### src/rtl/accdp_pkg.sv
package accdp_pkg;

   typedef enum logic [1:0] {
      ACC_FROM_ALU = 2'b00,
      ACC_FROM_EXT = 2'b01,
      ACC_FROM_MEM = 2'b10,
      ACC_SPARE    = 2'b11
   } acc_src_e;

endpackage

### src/rtl/dp_reg.sv
module dp_reg #(
   parameter int W = 8
) (
   input  logic         clk,
   input  logic         rst,
   input  logic         ld,
   input  logic [W-1:0] d,
   output logic [W-1:0] q
);

   initial begin : chk_w
      assert (W >= 1) else $error("dp_reg: W must be at least 1");
   end

   always_ff @(posedge clk or posedge rst) begin
      if (rst)
         q <= '0;
      else if (ld)
         q <= d;
   end

endmodule

### src/rtl/dp_addsub.sv
module dp_addsub #(
   parameter int W         = 8,
   parameter bit INVERT_IN = 1'b1
) (
   input  logic [W-1:0] a,
   input  logic [W-1:0] b,
   input  logic         sub,
   output logic [W-1:0] y
);

   initial begin : chk_w
      assert (W >= 2) else $error("dp_addsub: W must be at least 2");
   end

   generate
      if (INVERT_IN) begin : g_invert
         // single adder: a + (b ^ sub) + sub
         logic [W-1:0] b_eff;
         always_comb begin
            b_eff = sub ? ~b : b;
            y     = a + b_eff + W'(sub);
         end
      end else begin : g_dual
         always_comb begin
            y = sub ? (a - b) : (a + b);
         end
      end
   endgenerate

endmodule

### src/rtl/dp_sync_mem.sv
module dp_sync_mem #(
   parameter int AW = 5,
   parameter int DW = 8
) (
   input  logic          clk,
   input  logic          rst,
   input  logic [AW-1:0] addr,
   input  logic          we,
   input  logic [DW-1:0] wdata,
   output logic [DW-1:0] rdata
);

   localparam int DEPTH = 1 << AW;

   initial begin : chk_size
      assert (AW >= 1 && AW <= 10) else $error("dp_sync_mem: AW out of range");
   end

   logic [DW-1:0] store [DEPTH];

   // array has no reset; content comes only through writes
   always_ff @(posedge clk) begin
      if (we)
         store[addr] <= wdata;
   end

   // read-before-write capture of the addressed word
   always_ff @(posedge clk or posedge rst) begin
      if (rst)
         rdata <= '0;
      else
         rdata <= store[addr];
   end

endmodule

### src/rtl/acc_datapath.sv
module acc_datapath #(
   parameter int DATA_W      = 8,
   parameter int ADDR_W      = 5,
   parameter int OPC_W       = 3,
   parameter bit ALU_INVERT  = 1'b1
) (
   input  logic              clk,
   input  logic              rst,
   input  logic              ctl_ir_load,
   input  logic              ctl_jump_sel,
   input  logic              ctl_pc_load,
   input  logic              ctl_mem_operand,
   input  logic              ctl_mem_write,
   input  logic [1:0]        ctl_acc_src,
   input  logic              ctl_acc_load,
   input  logic              ctl_subtract,
   input  logic [DATA_W-1:0] ext_in,
   output logic [OPC_W-1:0]  opcode,
   output logic              acc_zero,
   output logic              acc_pos,
   output logic [DATA_W-1:0] acc_out
);
   import accdp_pkg::*;

   localparam int OPC_LSB = DATA_W - OPC_W;

   initial begin : chk_fields
      assert (OPC_W + ADDR_W == DATA_W)
         else $error("acc_datapath: opcode and address fields must fill the word");
      assert (OPC_W >= 1 && ADDR_W >= 1)
         else $error("acc_datapath: empty field");
   end

   logic [DATA_W-1:0] acc_q, ir_q, rd_q, alu_y, acc_d;
   logic [ADDR_W-1:0] pc_q, pc_inc, pc_d, mem_addr, ir_addr;
   acc_src_e          src;

   assign ir_addr = ir_q[ADDR_W-1:0];
   assign pc_inc  = pc_q + ADDR_W'(1);
   assign src     = acc_src_e'(ctl_acc_src);

   // next program counter select
   always_comb begin
      pc_d = ctl_jump_sel ? ir_addr : pc_inc;
   end

   // memory address select
   always_comb begin
      mem_addr = ctl_mem_operand ? ir_addr : pc_q;
   end

   // accumulator input select; spare code falls back to the ALU
   always_comb begin
      unique case (src)
         ACC_FROM_EXT: acc_d = ext_in;
         ACC_FROM_MEM: acc_d = rd_q;
         ACC_FROM_ALU,
         ACC_SPARE:    acc_d = alu_y;
         default:      acc_d = alu_y;
      endcase
   end

   dp_addsub #(.W(DATA_W), .INVERT_IN(ALU_INVERT)) u_alu (
      .a   (acc_q),
      .b   (rd_q),
      .sub (ctl_subtract),
      .y   (alu_y)
   );

   dp_sync_mem #(.AW(ADDR_W), .DW(DATA_W)) u_mem (
      .clk   (clk),
      .rst   (rst),
      .addr  (mem_addr),
      .we    (ctl_mem_write),
      .wdata (acc_q),
      .rdata (rd_q)
   );

   dp_reg #(.W(DATA_W)) u_acc (
      .clk (clk), .rst (rst), .ld (ctl_acc_load), .d (acc_d), .q (acc_q)
   );

   dp_reg #(.W(DATA_W)) u_ir (
      .clk (clk), .rst (rst), .ld (ctl_ir_load), .d (rd_q), .q (ir_q)
   );

   dp_reg #(.W(ADDR_W)) u_pc (
      .clk (clk), .rst (rst), .ld (ctl_pc_load), .d (pc_d), .q (pc_q)
   );

   assign opcode   = ir_q[DATA_W-1:OPC_LSB];
   assign acc_zero = ~|acc_q;
   assign acc_pos  = ~acc_q[DATA_W-1];
   assign acc_out  = acc_q;

endmodule

### config.mk
export PLATFORM = sky130hd
export DESIGN_NAME = acc_datapath
export DESIGN_NICKNAME = d
export VERILOG_FILES = /design/src/rtl/accdp_pkg.sv /design/src/rtl/dp_reg.sv /design/src/rtl/dp_addsub.sv /design/src/rtl/dp_sync_mem.sv /design/src/rtl/acc_datapath.sv
export SDC_FILE = /design/constraint.sdc
export NUM_CORES = 1
export LEC_CHECK = 0
export BUFFER_PORTS_ARGS = -buffer_cell sky130_fd_sc_hd__buf_2
export CORE_MARGIN = 1.5
export CORE_UTILIZATION = 47
export DETAILED_ROUTE_END_ITERATION = 8
export PLACE_DENSITY = 0.65
export SETUP_SLACK_MARGIN = 0.1
export SLEW_MARGIN = 20
export SYNTH_ARGS = -nofsm -noshare
export SYNTH_HDL_FRONTEND = slang
export SYNTH_SLANG_ARGS = --single-unit
### constraint.sdc
create_clock -name clk -period 2.5 [get_ports clk]
set_input_delay 0.375 -clock clk [delete_from_list [all_inputs] [get_ports clk]]
set_output_delay 0.375 -clock clk [all_outputs]
set_load 0.05 [all_outputs]
==> metrics.md <==
| Metric | Value |
|---|---|
| Post-synth net total | about 770 |
| Final net count | 879 |
| Top_reg_cell synth | edfxtp_1 |
| Max Root-Sink Buffers | 3 |
| Worst skew pair latency | 0.57 ns |
| Num CTS Buffers | 29 |
| Switching power | around 5.7 mW |
| Hold path endpoint | u_pc.q[1] |
| RR Startpoint | u_acc.q[0] |
| Relative slew slack | between 50% and 60% |
| Setup tns final | 0 ns |
| Max Cap Viol | 0 |
| Vias per cell | 6.01 |
| Area added between synthesis and finish | 17.7% |
| Antenna-violating nets left | 0 |
| Crit path arrival time | 1.98 ns |
| Top Ports | 32 |
| Fmax | 0.424 GHz |
| Critical path class | flip-flop to output pin |
| Final period util | 94.3% |
| Final Hold Vio Count | 0 |
| Via count | 7,188 |
| Hold Path Class | input port to flip-flop |
| Final Setup Violations | 0 |
| HP Start | ctl_pc_load |
| Family with the most delay on the worst path | simple AND/OR/NAND/NOR gates |
| Flop and latch count out of synthesis | about 290 |
| CTS tree | yes |
| Die W | 161 um |
| EDFF count, synth | 256 |
| Iteration-0 DRC Markers | 860 |
| Compound-Gate Fraction of Synth Area | 8.67% |
| Area of the core | 24,400 sq um |
| Post-Synth Simple-Gate Area | under 10% |
| Total Wirelength | 30,000 um |
| Rows | 57 |
| Fill cell count | 1,920 |
| Worst VDD drop | 0.807 mV |
| Adder-cell area share of the yosys netlist | 1.13% |
| Syn avg cell area | 15.9 sq um |
| Commonest non-fill, non-tap cells in the layout | 256 x edfxtp_1, 86 x buf_4, 52 x nand2_1, 43 x a21oi_1, 40 x nor2_1 |
| Logic pwr share | 33.8% |
| Initial Utilization | 48.1% |
| All-Layer GR Usage | about a quarter |
| Finished Cell Area | 13,800 sq um |
| Worst Skew | 0.0265 ns |
| WL per Instance | 25.1 um |
| Detailed-route DRC error count | 0 |
| Post-CTS setup buffer count | 0 |
| Leakage | 4.81 nW |
| First-pass detailed-route iteration total | 5 |
| Vias in the first global route | between 7,000 and 8,000 |
| Largest family of logic cells by synthesized area | multiplexers |
| Largest net degree at the start of global routing | 37 |
| Mux cell area share after synthesis | a little under a tenth |
| Synthesis Warnings | 0 |
| R2R Path End | u_acc.q[6] |
| WP data required | about 2.1 ns |
| Multi-input gate area | 3080 sq um |
| IO buf count | 31 |
| GPL Wtd Cong | 0.901 |
| Crit-path cells | or4_1, nor2_4, buf_8 |
| Bufs and invs on worst path | 1 |
| Total power | between 15 and 20 mW |
| Commonest non-fill, non-tap cell in the layout | edfxtp_1 |
| PwrDens | 1190 nW/um^2 |
| Reg2Reg Depth | 9 |
| XOR/XNOR Fraction of Synth Area | 1.05% |
| Fin crit period | 2.36 ns |
| Synth cell types | 58 |
| CP max FO | 4 |
| Clock Tree Root | clkbuf_16 |
| Initial antenna violation count | 0 |
| Worst Tran Pin Value | 0.715 ns |
| Switch share | between 30% and 40% |
| Die height | 161 um |
| Clock power frac | around a quarter |
| RSZ-0062 raised after global routing | yes |
| Global-route wire length before repair | ~45,000 um |
| CP max stage delay | 0.59 ns |
| Register area | approximately 8400 sq um |
| Final Slew Violations | 0 |
| Total grt overflow | 0 |
| P_int | 10.7 mW |
| Critical Path Slowest Stage Cell | or4_1 |
| Synthesized cell area | 11,700 sq um |
| R2r setup slk | 0.19 ns |
| Antenna Cells | 0 |
| Layout cells sized above 1 | 25.1% |
| Synth async-reset ratio | between 10% and 20% |
| Hold Crit Depth | 2 |
| DIE AREA | 25,900 sq um |
| Startpoint Class | flip-flop |
| Total clock sinks | 285 |
| Crit path capture type | output pin |
| Final HPWL DP | 20,000 um |
| Seq pwr share | roughly two fifths |
| Register area share after synthesis | between 70% and 80% |
| H-tree levels | 1 |
| Mapped Cells | 737 |
| Clock transition at the registers of the reported paths | ~0.06 ns |
| Status | completed |
| Placed Area | 12,800 sq um |
-- area by class of cell --
cell class | instances | area share (%)
Sequential cell | 285 | 61.0
Timing Repair Buffer | 123 | 6.67
Clock buffer | 36 | 5.59
Tap cell | 324 | 2.94
Inverter | 13 | 0.353
Multi-Input combinational cell | 398 | 22.3
Clock inverter | 18 | 1.18
-- timing repair --
| item | 4_1_cts | 5_1_grt |
|---|---|---|
| gates resized for setup | 3 | 4 |
| hold buffers | 1 | 0 |
| pin swaps | 0 | 2 |
| endpoints found under the setup margin | 1 | 4 |
| endpoints found under the hold margin | 16 | 0 |
-- registers in the layout, indices dropped and copies added, names as in the netlist --
register	flops
u_acc.q	8
u_ir.q	8
u_mem.rdata	8
u_mem.store	256
u_pc.q	5
-- cells in the mapped netlist, drive strengths merged, types with 3 or more instances --
library cell	instances	area [sq um]
nand2b	9	58.8
clkbuf	18	67.6
o31ai	3	22.5
a221oi	5	43.8
ha	9	113
buf	23	146
mux2	12	135
o211ai	4	30.0
nand4	6	37.5
edfxtp	256	7690
mux2i	28	280
nor4	5	31.3
o22a	4	35.0
nor3	7	35.0
inv	13	48.8
a21oi	45	229
nand3	10	50.1
dfrtp	29	726
nor2b	11	68.8
mux4	29	653
o21ai	17	85.1
xnor2	7	61.3
xor2	7	61.3
o32ai	3	26.3
a22oi	31	233
a31oi	5	31.3
nand2	53	201
nor2	41	154
o22ai	15	93.8
a22o	5	43.8
a2111oi	3	40.0
-- worst reg2reg max path: cells and delay by family, from the launching register on --
| kind | cells | cell delay, ns |
|---|---|---|
| mux | 1 | 0.29 |
| compound gates | 5 | 0.84 |
| flops | 1 | 0.48 |
| fa+ha+maj | 1 | 0.42 |
| simple gates | 1 | 0.07 |
| xor+xnor | 1 | 0.13 |
-- how the worst max path moves through the flow --
stage	start	end	slack [ns]	depth (start not counted)
final	u_acc.q[2]	acc_zero	0.14	3
after global routing	u_acc.q[0]	u_acc.q[6]	0.09	9
after CTS	u_acc.q[0]	acc_zero	0.11	3
after detailed placement	ctl_mem_operand	u_mem.rdata[5]	0.02	8
after global placement	ctl_mem_operand	u_mem.rdata[5]	0.04	8
after floorplan	u_acc.q[0]	u_acc.q[6]	0.06	9
-- power by group through the flow --
stage | Clock [mW] | Combinational [mW] | Sequential [mW]
after floorplan | 0 | 3.00 | 7.09
after global placement | 0 | 5.40 | 6.72
after detailed placement | 0 | 5.47 | 6.74
after CTS | 4.27 | 5.50 | 6.65
after global routing | 4.46 | 5.94 | 6.70
final | 4.21 | 5.55 | 6.66
-- per-layer routing --
metal / wire [um] / vias to the layer above / global-route usage (%)
met5: 0 / - / 0
met4: 992 / 0 / 7.58
met1: 12500 / 3630 / 34.0
met2: 14100 / 371 / 37.0
li1: - / 3132 / -
met3: 2510 / 55 / 3.72
-- through the flow --
stage	instances	utilization (%)	worst slack (ns)	hold WS, ns
after floorplan	737	-	0.0642	0.453
after global placement	1142	52.6	0.0416	0.488
after detailed placement	1142	52.6	0.0240	0.495
after CTS	1197	56.6	0.112	0.106
after global routing	1197	56.6	0.0863	0.129
final	1197	56.6	0.141	0.128
-- kinds of logic (layout without fill, tap and decap cells) --
logic type,Yosys count,after routing
flip-flops,285,285
XOR/XNOR,14,14
AO/OA/AOI/OAI,152,152
AND/OR/NAND/NOR,153,153
buffers and inverters,54,190
adder cells (fa/ha/maj),10,10
multiplexers,69,69
Note: power is estimated with default switching activity, not from simulation.
